**src/rtl/udp_pkt_pkg.sv**
```systemverilog
// Shared constants and types for the UDP stream packetizer.
// Assumes a 32-bit datapath with big-endian byte order on the wire.
package udp_pkt_pkg;

    localparam int WORD_W       = 32;
    localparam int LEN_W        = 16;
    localparam int BEAT_IDX_W   = 4;
    localparam int HDR_BEATS    = 9;      // 5 IP + 2 UDP + timestamp + sequence
    localparam logic [7:0] IP_VER_IHL   = 8'h45;
    localparam logic [7:0] IP_TOS       = 8'h00;
    localparam logic [7:0] IP_TTL       = 8'd64;
    localparam logic [7:0] IP_PROTO_UDP = 8'd17;
    localparam logic [15:0] IP_LEN_OVH  = 16'd36;  // IP + UDP headers + ts + seq
    localparam logic [15:0] UDP_LEN_OVH = 16'd16;  // UDP header + ts + seq

    typedef enum logic [1:0] {
        ST_IDLE = 2'd0,
        ST_HDR  = 2'd1,
        ST_PAY  = 2'd2
    } pkt_state_e;

    typedef struct packed {
        logic [31:0]      src_ip;
        logic [31:0]      dst_ip;
        logic [15:0]      src_port;
        logic [15:0]      dst_port;
        logic [LEN_W-1:0] pay_bytes;
    } pkt_cfg_t;

endpackage

```
**src/rtl/udp_pkt_cycle_counter.sv**
```systemverilog
// Free-running cycle counter used as the datagram timestamp source.
// Assumes wrap-around at 2**CNT_W is acceptable to the receiver.
module udp_pkt_cycle_counter #(
    parameter int CNT_W = 32
) (
    input  logic             clk,
    input  logic             rst_n,
    output logic [CNT_W-1:0] count
);

    // Count every clock from zero after reset.
    always_ff @(posedge clk) begin
        if (!rst_n) begin
            count <= '0;
        end else begin
            count <= count + 1'b1;
        end
    end

endmodule

```
**src/rtl/udp_pkt_ip_csum.sv**
```systemverilog
// IPv4 header checksum over the fixed header image built by the packetizer.
// Assumes the service byte, flags and fragment offset are all zero.
module udp_pkt_ip_csum
    import udp_pkt_pkg::*;
(
    input  logic [15:0] total_len,
    input  logic [15:0] ident,
    input  logic [31:0] src_ip,
    input  logic [31:0] dst_ip,
    output logic [15:0] csum
);

    localparam int ACC_W = 20;

    logic [ACC_W-1:0] acc;
    logic [16:0]      fold1;
    logic [15:0]      fold2;

    // Sum the header halves, fold the carries twice, then invert.
    always_comb begin
        acc = ACC_W'({IP_VER_IHL, IP_TOS})
            + ACC_W'(total_len)
            + ACC_W'(ident)
            + ACC_W'({IP_TTL, IP_PROTO_UDP})
            + ACC_W'(src_ip[31:16]) + ACC_W'(src_ip[15:0])
            + ACC_W'(dst_ip[31:16]) + ACC_W'(dst_ip[15:0]);
        fold1 = 17'(acc[15:0]) + 17'(acc[ACC_W-1:16]);
        fold2 = fold1[15:0] + 16'(fold1[16]);
        csum  = ~fold2;
    end

endmodule

```
**src/rtl/udp_pkt_hdr_mux.sv**
```systemverilog
// Selects the header word for a given header beat index.
// Assumes beat indices 0..HDR_BEATS-1; other indices yield zero.
module udp_pkt_hdr_mux
    import udp_pkt_pkg::*;
(
    input  logic [BEAT_IDX_W-1:0] beat,
    input  pkt_cfg_t              cfg,
    input  logic [15:0]           total_len,
    input  logic [15:0]           udp_len,
    input  logic [15:0]           ident,
    input  logic [15:0]           csum,
    input  logic [31:0]           stamp,
    input  logic [31:0]           seq,
    output logic [WORD_W-1:0]     word
);

    // Map the beat index onto the IPv4/UDP/prefix word layout.
    always_comb begin
        unique case (beat)
            4'd0:    word = {IP_VER_IHL, IP_TOS, total_len};
            4'd1:    word = {ident, 16'h0000};
            4'd2:    word = {IP_TTL, IP_PROTO_UDP, csum};
            4'd3:    word = cfg.src_ip;
            4'd4:    word = cfg.dst_ip;
            4'd5:    word = {cfg.src_port, cfg.dst_port};
            4'd6:    word = {udp_len, 16'h0000};
            4'd7:    word = stamp;
            4'd8:    word = seq;
            default: word = '0;
        endcase
    end

endmodule

```
**src/rtl/udp_stream_packetizer.sv**
```systemverilog
// Frames a continuous 32-bit sample stream into IPv4/UDP datagrams.
// Each datagram: 9 header beats (IP, UDP, timestamp, sequence) then
// cfg_payload_bytes/4 sample words. Configuration is captured per datagram.
// Assumes the upstream holds in_data stable while in_valid && !in_ready.
module udp_stream_packetizer
    import udp_pkt_pkg::*;
#(
    parameter int TS_W = 32
) (
    input  logic              clk,
    input  logic              rst_n,
    input  logic              cfg_enable,
    input  logic [31:0]       cfg_src_ip,
    input  logic [31:0]       cfg_dst_ip,
    input  logic [15:0]       cfg_src_port,
    input  logic [15:0]       cfg_dst_port,
    input  logic [LEN_W-1:0]  cfg_payload_bytes,
    input  logic [WORD_W-1:0] in_data,
    input  logic              in_valid,
    output logic              in_ready,
    output logic [WORD_W-1:0] out_data,
    output logic              out_valid,
    input  logic              out_ready,
    output logic              out_sop,
    output logic              out_eop
);

    localparam int CNT_W = LEN_W - 2;
    localparam logic [CNT_W-1:0] LAST_HDR = CNT_W'(HDR_BEATS - 1);

    pkt_state_e        state_q;
    logic [CNT_W-1:0]  beat_q;
    logic [31:0]       seq_q;
    logic [31:0]       stamp_q;
    pkt_cfg_t          snap_q;
    pkt_cfg_t          cfg_now;
    logic [TS_W-1:0]   cycle_cnt;
    logic [CNT_W-1:0]  pay_words;
    logic [LEN_W-1:0]  pay_aligned;
    logic [15:0]       total_len;
    logic [15:0]       udp_len;
    logic [15:0]       ip_csum;
    logic [WORD_W-1:0] hdr_word;
    logic              in_hdr;
    logic              in_pay;
    logic              hdr_last;
    logic              pay_last;
    logic              beat_fire;
    logic              pkt_done;

    // Gather the live configuration into one snapshot-able record.
    always_comb begin
        cfg_now.src_ip    = cfg_src_ip;
        cfg_now.dst_ip    = cfg_dst_ip;
        cfg_now.src_port  = cfg_src_port;
        cfg_now.dst_port  = cfg_dst_port;
        cfg_now.pay_bytes = cfg_payload_bytes;
    end

    // Derive word count and length fields from the captured byte length.
    always_comb begin
        pay_words   = snap_q.pay_bytes[LEN_W-1:2];
        pay_aligned = {pay_words, 2'b00};
        total_len   = 16'(pay_aligned) + IP_LEN_OVH;
        udp_len     = 16'(pay_aligned) + UDP_LEN_OVH;
    end

    udp_pkt_cycle_counter #(
        .CNT_W (TS_W)
    ) u_cycle_cnt (
        .clk   (clk),
        .rst_n (rst_n),
        .count (cycle_cnt)
    );

    udp_pkt_ip_csum u_ip_csum (
        .total_len (total_len),
        .ident     (seq_q[15:0]),
        .src_ip    (snap_q.src_ip),
        .dst_ip    (snap_q.dst_ip),
        .csum      (ip_csum)
    );

    udp_pkt_hdr_mux u_hdr_mux (
        .beat      (beat_q[BEAT_IDX_W-1:0]),
        .cfg       (snap_q),
        .total_len (total_len),
        .udp_len   (udp_len),
        .ident     (seq_q[15:0]),
        .csum      (ip_csum),
        .stamp     (stamp_q),
        .seq       (seq_q),
        .word      (hdr_word)
    );

    // Decode the current phase and its terminal beats.
    always_comb begin
        in_hdr    = (state_q == ST_HDR);
        in_pay    = (state_q == ST_PAY);
        hdr_last  = in_hdr && (beat_q == LAST_HDR);
        pay_last  = in_pay && (beat_q == pay_words - CNT_W'(1));
        beat_fire = out_valid && out_ready;
        pkt_done  = beat_fire && out_eop;
    end

    // Drive the output bus: header words, or samples passed straight through.
    always_comb begin
        out_valid = in_hdr || (in_pay && in_valid);
        in_ready  = in_pay && out_ready;
        out_data  = in_pay ? in_data : hdr_word;
        out_sop   = in_hdr && (beat_q == '0);
        out_eop   = (hdr_last && (pay_words == '0)) || pay_last;
    end

    // Sequence the datagram phases, capture config, timestamp and sequence.
    always_ff @(posedge clk) begin
        if (!rst_n) begin
            state_q <= ST_IDLE;
            beat_q  <= '0;
            seq_q   <= '0;
            stamp_q <= '0;
            snap_q  <= '0;
        end else begin
            unique case (state_q)
                ST_IDLE: begin
                    if (cfg_enable) begin
                        snap_q  <= cfg_now;
                        beat_q  <= '0;
                        state_q <= ST_HDR;
                    end
                end
                ST_HDR: begin
                    if (out_ready) begin
                        if (beat_q == '0) begin
                            stamp_q <= 32'(cycle_cnt);
                        end
                        if (hdr_last && (pay_words != '0)) begin
                            beat_q  <= '0;
                            state_q <= ST_PAY;
                        end else if (!hdr_last) begin
                            beat_q <= beat_q + CNT_W'(1);
                        end
                    end
                end
                ST_PAY: begin
                    if (beat_fire && !pay_last) begin
                        beat_q <= beat_q + CNT_W'(1);
                    end
                end
                default: state_q <= ST_IDLE;
            endcase

            if (pkt_done) begin
                seq_q  <= seq_q + 32'd1;
                beat_q <= '0;
                if (cfg_enable) begin
                    snap_q  <= cfg_now;
                    state_q <= ST_HDR;
                end else begin
                    state_q <= ST_IDLE;
                end
            end
        end
    end

endmodule

```
**config.mk**
```make
export PLATFORM = sky130hd
export DESIGN_NAME = udp_stream_packetizer
export DESIGN_NICKNAME = d
export VERILOG_FILES = /design/src/rtl/udp_pkt_pkg.sv /design/src/rtl/udp_pkt_cycle_counter.sv /design/src/rtl/udp_pkt_ip_csum.sv /design/src/rtl/udp_pkt_hdr_mux.sv /design/src/rtl/udp_stream_packetizer.sv
export SDC_FILE = /design/constraint.sdc
export NUM_CORES = 1
export LEC_CHECK = 0
export ABC_AREA = 1
export BUFFER_PORTS_ARGS = -buffer_cell sky130_fd_sc_hd__buf_2
export CAP_MARGIN = 20
export CORE_MARGIN = 3
export CORE_UTILIZATION = 25
export CTS_CLUSTER_DIAMETER = 30
export CTS_CLUSTER_SIZE = 28
export DETAILED_ROUTE_END_ITERATION = 8
export GPL_TIMING_DRIVEN = 0
export PLACE_DENSITY = 0.48
export SYNTH_ARGS = -nofsm -noshare
export SYNTH_HDL_FRONTEND = slang
export SYNTH_SLANG_ARGS = --single-unit
```
**constraint.sdc**
```tcl
create_clock -name clk -period 9.3 [get_ports clk]
set_clock_uncertainty 0.15 [all_clocks]
set_input_delay 0.93 -clock clk [delete_from_list [all_inputs] [get_ports clk]]
set_output_delay 0.93 -clock clk [all_outputs]
set_load 0.005 [all_outputs]
```
== Yosys cells after proc, flatten, opt, wreduce, memory -nomap -nowiden ==
Cells that the tools add are included.

* Register bits after elaboration: 224
* Input bits: 149
* Output and inout port bits: 36
* Word-level logic and storage cells: 88

* Add/sub/neg operators: 15
* Eq/ne operators: 20
* Multiplexer cells: 18
* Bitwise logic cells: 2
* Reduce and logical (&&, ||, !) cells: 23

{| class="wikitable"
|+ Operator list
! cell !! number
|-
| 112-bit 2-to-1 mux || 4
|-
| 32-bit one-hot mux with 9 select lines || 1
|-
| 20-bit by 16-bit adder with 20-bit output || 5
|-
| 14-bit 2-to-1 mux || 5
|-
| 32-bit by 1-bit adder with 32-bit output, second input constant || 2
|-
| 14-bit one-hot mux with 3 select lines || 1
|-
| 32-bit 2-to-1 mux || 1
|-
| 14-bit zero test || 2
|-
| 20-bit by 15-bit adder with 20-bit output, second input constant || 1
|-
| 15-bit by 16-bit adder with 17-bit output, first input constant || 1
|-
| 16-bit by 4-bit adder with 17-bit output || 1
|-
| 16-bit by 1-bit adder with 16-bit output || 1
|-
| 16-bit by 5-bit adder with 16-bit output, second input constant || 1
|-
| 16-bit by 6-bit adder with 16-bit output, second input constant || 1
|-
| 4-bit by 3-bit equality test with 1-bit output, second input constant || 4
|-
| 16-bit NOT || 1
|-
| 14-bit by 1-bit adder with 14-bit output, second input constant || 1
|-
| 14-bit equality test || 1
|-
| 14-bit by 4-bit equality test with 1-bit output, second input constant || 1
|-
| 14-bit nonzero test || 1
|-
| 14-bit by 1-bit subtractor with 14-bit output, second input constant || 1
|-
| 1-bit logical AND || 10
|-
| 4-bit by 2-bit equality test with 1-bit output, second input constant || 2
|-
| 2-bit 2-to-1 mux || 4
|-
| 21 further kinds || 25
|}

== Depth between registers and ports, before layout ==
Gate-level depths: netlist of run 1.

* Depth after elaboration: 13
* Depth in mapped cells: 55

== Hierarchy ==
Synthesis of run 1 repeated with hierarchy kept, for this count alone.

* Cells, all modules: 3091
* Area total of the unflattened synthesis: 18998.2 um^2

{| class="wikitable"
|+ Modules (own cells, without submodules)
! module !! instances !! cells an instance !! area each (um^2) !! seq. area each (um^2)
|-
| udp_stream_packetizer || 1 || 1717 || 11005.6 || 3843.7
|-
| udp_pkt_ip_csum || 1 || 617 || 4095.2 || 0.0
|-
| udp_pkt_hdr_mux || 1 || 508 || 2223.4 || 0.0
|-
| udp_pkt_cycle_counter || 1 || 249 || 1674.1 || 640.6
|}

== Worst setup path after synthesis of run 1 ==
Ideal clock, no wire load.

* Path type: reg2out
* Start point: register (tool-made name)
* End point: output out_data[12]
* Arrival: 7.943 ns
* Slack: 0.277 ns
* Stages on the path, launching flop included: 54
* Buffers on the path: 0
* Path through: dfxtp_1 -> inv_2 -> ha_1 -> a21oi_1 -> inv_1 -> nand2_1 -> nor2_1 -> xor2_1 -> or2_2 -> nand2_1 -> nand3_1 -> or2_2 -> nand2_1 -> inv_1 -> fa_1 -> inv_1 -> fa_1 -> fa_1 -> [... 18 more ...] -> nor2_1 -> nand4_1 -> nor2_1 -> ha_1 -> ha_1 -> nand2_1 -> nor2_1 -> nand2_1 -> nor2_1 -> nand3_1 -> nor2_1 -> nand2_1 -> nor2_1 -> nand2_1 -> nand2_1 -> nor2_1 -> o21ai_0 -> nand2_1

{| class="wikitable"
|+ RTL lines
! what !! RTL line !! source
|-
| end, declared || udp_stream_packetizer.sv:21 || <nowiki>output logic [WORD_W-1:0] out_data,</nowiki>
|}

==> impl_summary.log, run 1 <==
[metrics] period utilisation layout: 106%
[metrics] Cells after Synth: 2456
[metrics] final hold viol count: 0
[metrics] fin crit period: 9820 ps
[metrics] average wire per standard cell: 20.6 um
[metrics] overflow left after global routing: 0
[metrics] transition time of the tightest slew-check pin: 1120 ps
[metrics] slack of the worst reg-to-reg path: 5600 ps
[metrics] post-synthesis sequential area ratio: 26.5%
[metrics] Cell Rows: 94
[metrics] critical path data required time: 8220 ps
[metrics] flip-flop and latch area: 4460 um^2
[metrics] number of storage elements in the synthesis netlist: 222
[metrics] area growth from synthesis to layout: 33.2%
[metrics] post-synthesis async set-or-reset flop share: 0%
[metrics] First-pass DRT Iterations: 6
[metrics] achievable clock frequency: 0.102 GHz
[metrics] Hold Crit Class: reg -> reg
[metrics] fraction of final layout cells sized beyond drive strength 1: 20.3%
[metrics] Syn. warnings: 0
[metrics] Worst Setup End Kind: primary output
[metrics] Max FO, Critical Path: 4
[metrics] total negative slack for setup checks: -5100 ps
[metrics] cell area after synthesis: 16800 um^2
[metrics] minimum setup slack in the final design: -517 ps
[metrics] critical path class: reg -> out
[metrics] overall routing resource usage: 20.8%
[metrics] outcome: complete, but fails checks
[metrics] R2R cell count: 20
[metrics] Synth cell types: 58
[metrics] total placed cells including tap cells: 3500
[metrics] master cell of the clock root buffer: sky130_fd_sc_hd__clkbuf_16
[metrics] critical-path cell with the highest stage delay: sky130_fd_sc_hd__fa_1
[metrics] # DRC: 0
[metrics] Worst Setup Start Kind: flop
[metrics] Final Setup Violations: 13
[metrics] number of max-cap violations: 0
[metrics] clock latency of the later-clocked register in the worst-skew pair: 600 ps
[metrics] Hold Path Origin: stamp_q[11]
[metrics] overall die height: 265 um
[metrics] violated checks: setup timing
[metrics] count of input and output buffers: 179
[metrics] depth of the CTS H-tree: 2
[metrics] core region area: 66100 um^2
[metrics] unrepaired setup endpoints after global routing: true
[metrics] count of pins on the block boundary: 185
[metrics] initial antenna violation count: 4
[metrics] area of combinational cells with multiple inputs: 11400 um^2
[metrics] Slowest Stage Delay on Critical Path: 570 ps
[metrics] half-perimeter wire length of the detailed placement result: 61.2 mm
[metrics] number of cells on the worst hold path: 2
[metrics] clk sink count: 222
[metrics] number of antenna-violating nets in the routed design: 0
[metrics] number of enable flip-flop cells after synthesis: 0
[metrics] detailed-route wire length: 75.6 mm
[metrics] detailed-route via count: 17900
[metrics] horizontal extent of the die: 265 um
[metrics] fill cell total of the finished layout: 7204
[metrics] count of routing violations after the opening detailed-route iteration: 1459
[metrics] primary flip-flop cell chosen by synthesis mapping: sky130_fd_sc_hd__dfxtp_1
[metrics] hold-critical path endpoint: stamp_q[11]
[metrics] Post-Synthesis Net Count: 2724
[metrics] Vias per Instance: 4.88
[metrics] pins over their slew limit: 0
[metrics] total clock buffers created by CTS: 59
[metrics] initial cell density of the core: 25.4%
[metrics] RePlAce Congestion: 0.992
[metrics] count of antenna diodes in the layout: 0
[metrics] Total Nets Final: 3030
[metrics] pin count of the biggest net entering global routing: 17
[metrics] Buffers & Inverters on Critical Path: 7
[metrics] number of global-route vias before repair: 17200
[metrics] area enclosed by the die boundary: 70200 um^2
[metrics] cell class contributing the biggest share of worst-path delay: simple AND/OR/NAND/NOR gates
[metrics] CTS tree: built
[metrics] Slew Limit Headroom: 25.5%
[metrics] count of non-filler cells in the finished layout: 3677
[metrics] number of buffers on the longest clock path: 3
[metrics] clock transition at the registers of the reported paths: 50 ps
[metrics] global-route wire length before repair: 109 mm
[metrics] Post-Synthesis Mean Instance Area: 6.83 um^2
[metrics] CP Data Arrival Time: 8740 ps
[worst min-delay path: stages (launching register included)]
cell                      delay (ps)
sky130_fd_sc_hd__dfxtp_1         290
sky130_fd_sc_hd__inv_1            60
sky130_fd_sc_hd__a21oi_1          50
[layer usage]
| layer | vias up | share of wire (%) | track usage [%] |
|---|---|---|---|
| met5 | - | 0 | 0 |
| met4 | 0 | 3.5 | 7.48 |
| met3 | 130 | 7.6 | 3.36 |
| met2 | 678 | 42 | 31.4 |
| met1 | 8473 | 47 | 29.8 |
| li1 | 8655 | - | - |
[per-stage QoR]
| step | area [um^2] | util [%] | setup WS [ps] | hold WS [ps] |
|---|---|---|---|---|
| floorplan | 16800 | - | 277 | 275 |
| global placement | 18700 | 28.4 | -1970 | 291 |
| detailed placement | 18800 | 28.4 | -1920 | 298 |
| CTS | 21900 | 33.2 | -504 | 304 |
| global route | 22300 | 33.8 | -898 | 324 |
| finish | 22300 | 33.8 | -517 | 302 |
[worst max-delay path by stage]
stage | from | to | slack, ps | depth (start not counted)
global route | flop | out_data[13] | -900 | 53
finish | flop | out_data[10] | -520 | 53
global placement | flop | out_data[8] | -1970 | 50
floorplan | flop | out_data[12] | 280 | 53
detailed placement | flop | out_data[8] | -1920 | 50
CTS | flop | out_data[10] | -500 | 53
[synthesized netlist by cell type, types with 7 or more instances]
cell type	instances	area [um^2]
sky130_fd_sc_hd__clkbuf_1	75	282
sky130_fd_sc_hd__o2111ai_1	10	87.6
sky130_fd_sc_hd__a21oi_2	22	193
sky130_fd_sc_hd__nand3b_1	114	856
sky130_fd_sc_hd__nor4_1	11	68.8
sky130_fd_sc_hd__o21ai_0	92	460
sky130_fd_sc_hd__nand3_1	113	566
sky130_fd_sc_hd__inv_2	8	30.0
sky130_fd_sc_hd__nand4_1	46	288
sky130_fd_sc_hd__buf_6	19	214
sky130_fd_sc_hd__nand2_2	7	43.8
sky130_fd_sc_hd__o22ai_1	24	150
sky130_fd_sc_hd__xnor2_1	18	158
sky130_fd_sc_hd__nor2_1	264	991
sky130_fd_sc_hd__dfxtp_1	222	4440
sky130_fd_sc_hd__a221oi_1	17	149
sky130_fd_sc_hd__buf_1	11	41.3
sky130_fd_sc_hd__inv_1	281	1050
sky130_fd_sc_hd__nand2_1	555	2080
sky130_fd_sc_hd__a21oi_1	227	1140
sky130_fd_sc_hd__o21a_1	8	60.1
sky130_fd_sc_hd__ha_1	57	713
sky130_fd_sc_hd__fa_1	62	1240
sky130_fd_sc_hd__buf_2	18	90.1
sky130_fd_sc_hd__xor2_1	60	526
sky130_fd_sc_hd__nor3_1	50	250
sky130_fd_sc_hd__a21o_1	8	60.1
[cells by family after synthesis]
logic type	synth area share, %
AOI/OAI and AO/OA	14.9
xor gates and xnor gates	4.27
adders and majority gates	11.7
buffers and inverters	10.8
DFF	26.5
and+or+nand+nor	31.8
[area by class of cell]
cell class	count	share of cell area [%]
Clock inverter	36	2.33
Tap cell	864	4.84
Multi-Input combinational cell	1814	50.9
Sequential cell	222	20.0
Buffer	129	3.23
Inverter	291	4.93
Clock buffer	76	7.39
Timing Repair Buffer	245	6.41
[repair_timing]
item / 4_1_cts / 5_1_grt
setup buffers: 56 / 14
resized for setup: 126 / 70
hold buffers: 0 / 0
pin swaps: 60 / 66
endpoints found under the setup margin: 16 / 16
[layout by cell type (no fill, tap or decap), types with 7 or more instances in the layout]
cell / Yosys / routed
sky130_fd_sc_hd__a21o_1: 8 / 8
sky130_fd_sc_hd__clkbuf_8: 0 / 9
sky130_fd_sc_hd__clkbuf_16: 0 / 60
sky130_fd_sc_hd__clkinv_2: 0 / 13
sky130_fd_sc_hd__a221oi_1: 17 / 17
sky130_fd_sc_hd__buf_2: 18 / 196
sky130_fd_sc_hd__nor3_1: 50 / 47
sky130_fd_sc_hd__buf_6: 19 / 25
sky130_fd_sc_hd__a21oi_2: 22 / 27
sky130_fd_sc_hd__ha_1: 57 / 36
sky130_fd_sc_hd__buf_1: 11 / 11
sky130_fd_sc_hd__nor4_1: 11 / 11
sky130_fd_sc_hd__nand3_2: 2 / 11
sky130_fd_sc_hd__o2111ai_1: 10 / 10
sky130_fd_sc_hd__nand2_2: 7 / 22
sky130_fd_sc_hd__xor2_1: 60 / 51
sky130_fd_sc_hd__clkinvlp_4: 0 / 8
sky130_fd_sc_hd__xor2_2: 2 / 7
sky130_fd_sc_hd__dfxtp_1: 222 / 218
sky130_fd_sc_hd__bufinv_16: 0 / 11
sky130_fd_sc_hd__nand3_4: 0 / 7
sky130_fd_sc_hd__nand2_4: 2 / 11
sky130_fd_sc_hd__o21a_1: 8 / 8
sky130_fd_sc_hd__nand4_1: 46 / 46
sky130_fd_sc_hd__o22ai_1: 24 / 24
sky130_fd_sc_hd__nor2_4: 3 / 18
sky130_fd_sc_hd__a21oi_1: 227 / 220
sky130_fd_sc_hd__inv_1: 281 / 272
sky130_fd_sc_hd__xnor2_1: 18 / 17
sky130_fd_sc_hd__buf_4: 2 / 61
sky130_fd_sc_hd__nand3b_1: 114 / 114
sky130_fd_sc_hd__fa_1: 62 / 61
sky130_fd_sc_hd__inv_2: 8 / 14
sky130_fd_sc_hd__nor2_1: 264 / 245
sky130_fd_sc_hd__o21ai_2: 1 / 8
sky130_fd_sc_hd__nand3_1: 113 / 97
sky130_fd_sc_hd__clkbuf_1: 75 / 82
sky130_fd_sc_hd__o21ai_0: 92 / 81
sky130_fd_sc_hd__nand2_1: 555 / 531
sky130_fd_sc_hd__ha_4: 0 / 19
Power of run 1 is not shown: default switching activity piles up to over one toggle a cycle in this logic, so the estimate is an artifact.
==> run 2, diff against run 1 <==
--- a/config.mk
+++ b/config.mk
@@ -8,13 +8,15 @@
 export ABC_AREA = 1
 export BUFFER_PORTS_ARGS = -buffer_cell sky130_fd_sc_hd__buf_2
 export CAP_MARGIN = 20
+export CELL_PAD_IN_SITES_DETAIL_PLACEMENT = 0
+export CELL_PAD_IN_SITES_GLOBAL_PLACEMENT = 2
 export CORE_MARGIN = 3
 export CORE_UTILIZATION = 25
 export CTS_CLUSTER_DIAMETER = 30
 export CTS_CLUSTER_SIZE = 28
 export DETAILED_ROUTE_END_ITERATION = 8
 export GPL_TIMING_DRIVEN = 0
-export PLACE_DENSITY = 0.48
+export PLACE_DENSITY = 0.72
 export SYNTH_ARGS = -nofsm -noshare
 export SYNTH_HDL_FRONTEND = slang
 export SYNTH_SLANG_ARGS = --single-unit
==> run 2 against run 1 <==
Effect of this change: the flow still finishes with violations (setup timing); via count is 0.54% lower; critical path depth stayed put; register-to-register slack worse by 80 ps; sequential share of layout area increased by 0.11 points; design area decreased by 0.54%; wire length grew 3.4%; cell count about the same; maximum frequency rose by 0.52%; clock-buffer cell count increased by 11; utilization decreased by 0.18 points; critical endpoint is now out_data[9]; highest routed layer is now met5.
==> impl_summary.log, run 2 (same netlist as run 1, synthesis figures left out) <==
[metrics] Cell Rows: 94 (unchanged)
[metrics] power per unit of standard cell area: 507 nW/um^2
[metrics] detailed-route via count: 17800 (was 17900)
[metrics] number of buffers on the longest clock path: 3 (unchanged)
[metrics] period utilisation layout: 105% (was 106%)
[metrics] clock latency of the later-clocked register in the worst-skew pair: 590 ps (was 600 ps)
[metrics] area growth from synthesis to layout: 32.5% (was 33.2%)
[metrics] commonest non-fill, non-tap cell in the layout: sky130_fd_sc_hd__nand2_1 (unchanged)
[metrics] Buffers & Inverters on Critical Path: 9 (was 7)
[metrics] Hold Crit Class: reg -> reg (unchanged)
[metrics] unrepaired setup endpoints after global routing: true (unchanged)
[metrics] count of routing violations after the opening detailed-route iteration: 1267 (was 1459)
[metrics] number of max-cap violations: 0 (unchanged)
[metrics] leak pwr: 9.39 nW
[metrics] fraction of final layout cells sized beyond drive strength 1: 20.1% (was 20.3%)
[metrics] critical path data required time: 8220 ps (about the same)
[metrics] post-layout total power: 11.3 mW
[metrics] count of input and output buffers: 179 (unchanged)
[metrics] half-perimeter wire length of the detailed placement result: 63.9 mm (was 61.2 mm)
[metrics] number of antenna-violating nets in the routed design: 0 (unchanged)
[metrics] pin count of the biggest net entering global routing: 11 (was 17)
[metrics] count of pins on the block boundary: 185 (unchanged)
[metrics] Worst Setup End Kind: primary output (unchanged)
[metrics] critical path class: reg -> out (unchanged)
[metrics] worst hold slack across all endpoints: 308 ps (was 302 ps)
[metrics] clk sink count: 222 (unchanged)
[metrics] overflow left after global routing: 0 (unchanged)
[metrics] total negative slack for setup checks: -4450 ps (was -5100 ps)
[metrics] Final Setup Violations: 13 (unchanged)
[metrics] commonest cells after routing, fill and taps aside: 532 x sky130_fd_sc_hd__nand2_1, 270 x sky130_fd_sc_hd__inv_1, 245 x sky130_fd_sc_hd__nor2_1 (was 531 x sky130_fd_sc_hd__nand2_1, 272 x sky130_fd_sc_hd__inv_1, 245 x sky130_fd_sc_hd__nor2_1)
[metrics] horizontal extent of the die: 265 um (unchanged)
[metrics] # DRC: 0 (unchanged)
[metrics] final hold viol count: 0 (unchanged)
[metrics] minimum setup slack in the final design: -467 ps (was -517 ps)
[metrics] flip-flop and latch area: 4460 um^2 (about the same)
[metrics] total placed cells including tap cells: 3500 (unchanged)
[metrics] RePlAce Congestion: 0.942 (was 0.992)
[metrics] overall routing resource usage: 21.8% (was 20.8%)
[metrics] number of global-route vias before repair: 17400 (was 17200)
[metrics] Vias per Instance: 4.85 (was 4.88)
[metrics] global-route wire length before repair: 113 mm (was 109 mm)
[metrics] count of non-filler cells in the finished layout: 3680 (was 3677)
[metrics] area of combinational cells with multiple inputs: 11200 um^2 (was 11400 um^2)
[metrics] depth of the CTS H-tree: 3 (was 2)
[metrics] initial antenna violation count: 2 (was 4)
[metrics] outcome: complete, but fails checks (unchanged)
[metrics] Slew Limit Headroom: 20.6% (was 25.5%)
[metrics] Total Nets Final: 3032 (was 3030)
[metrics] CP Data Arrival Time: 8690 ps (was 8740 ps)
[metrics] area enclosed by the die boundary: 70200 um^2 (unchanged)
[metrics] clock transition at the registers of the reported paths: 40 ps (was 50 ps)
[metrics] pins over their slew limit: 0 (unchanged)
[metrics] Max FO, Critical Path: 3 (was 4)
[metrics] peak supply drop: 0.370 mV
[metrics] fin util: 33.6% (was 33.8%)
[metrics] Worst Setup Start Kind: flop (unchanged)
[metrics] cell class contributing the biggest share of worst-path delay: simple AND/OR/NAND/NOR gates (unchanged)
[metrics] total clock buffers created by CTS: 66 (was 59)
[metrics] core region area: 66100 um^2 (unchanged)
[metrics] fin crit period: 9770 ps (was 9820 ps)
[metrics] average wire per standard cell: 21.3 um (was 20.6 um)
[metrics] overall die height: 265 um (unchanged)
[metrics] Slowest Stage Delay on Critical Path: 570 ps (about the same)
[metrics] violated checks: setup timing (unchanged)
[metrics] transition time of the tightest slew-check pin: 1190 ps (was 1120 ps)
[metrics] achievable clock frequency: 0.102 GHz (about the same)
[metrics] initial cell density of the core: 25.4% (unchanged)
[metrics] First-pass DRT Iterations: 6 (unchanged)
[metrics] detailed-route wire length: 78.2 mm (was 75.6 mm)
[metrics] master cell of the clock root buffer: sky130_fd_sc_hd__clkbuf_16 (unchanged)
[metrics] CTS tree: built (unchanged)
[metrics] fill cell total of the finished layout: 7236 (was 7204)
[metrics] CTS Hold Buffers Added: 0 (unchanged)
[metrics] critical-path cell with the highest stage delay: sky130_fd_sc_hd__fa_1 (unchanged)
==> run 2: changes by cell type in the layout (fill, tap and decap cells not counted), sizes merged, moves of 2 or more <==
cell | previous run | this run
clkinv | 20 | 18
bufinv | 11 | 5
buf | 299 | 294
clkbuf | 151 | 162
inv | 288 | 291
==> run 2: final timing paths <==
check / slack [ps] / cells past startpoint / end / from
worst max-delay path: -470 / 53 / out_data[9] / flop
worst min register to register: 310 / 2 / seq_q[29] / seq_q[29]
worst min-delay path: 310 / 2 / seq_q[29] / seq_q[29]
worst max register to register: 5520 / 20 / flop / flop
==> run 2: layer usage <==
layer / share of wire [%] / global-route usage (%) / vias up
li1: - / - / 8672
met1: 46 / 29.3 / 8457
met2: 43 / 33.2 / 590
met3: 7.4 / 5.82 / 119
met4: 4.0 / 8.72 / 2
met5: 0.022 / 0 / -
==> run 2: area by class of cell <==
type	count	share of cell area [%]
clock inverters	32	1.79
multi-input cells	1814	50.5
flip-flops and latches	222	20.1
plain buffers	129	3.26
well taps	864	4.87
repair buffers	240	6.14
inverters	291	4.94
diodes	1	0.0113
clock buffers	87	8.38
==> run 2: power breakdown <==
part | leakage, nW | total, mW | switching (mW) | internal [mW]
Sequential | 1.82 | 1.36 | 0.233 | 1.12
Clock | 1.08 | 2.25 | 0.703 | 1.55
Combinational | 6.49 | 7.65 | 4.83 | 2.82
==> run 2: what timing repair did <==
item | 4_1_cts | 5_1_grt
endpoints found under the setup margin | 16 | 16
setup buffers | 48 | 13
gates resized for setup | 123 | 54
pin swaps | 57 | 69
==> run 2: worst register-to-register path: cells and delay by family (launching register included) <==
kind | cells | cell delay (ps)
adders and majority gates | 1 | 230
buffers and inverters | 5 | 800
and+or+nand+nor | 13 | 1870
xor gates and xnor gates | 1 | 260
DFF | 1 | 360
==> run 2: per-stage QoR <==
stage               instance area, um^2  worst slack (ps)
finish                            22200              -467
global route                      22200              -923
CTS                               21900              -630
detailed placement                18800             -2020
global placement                  18700             -1930
floorplan                         16800               277
Note: power is estimated with default switching activity, not from simulation.
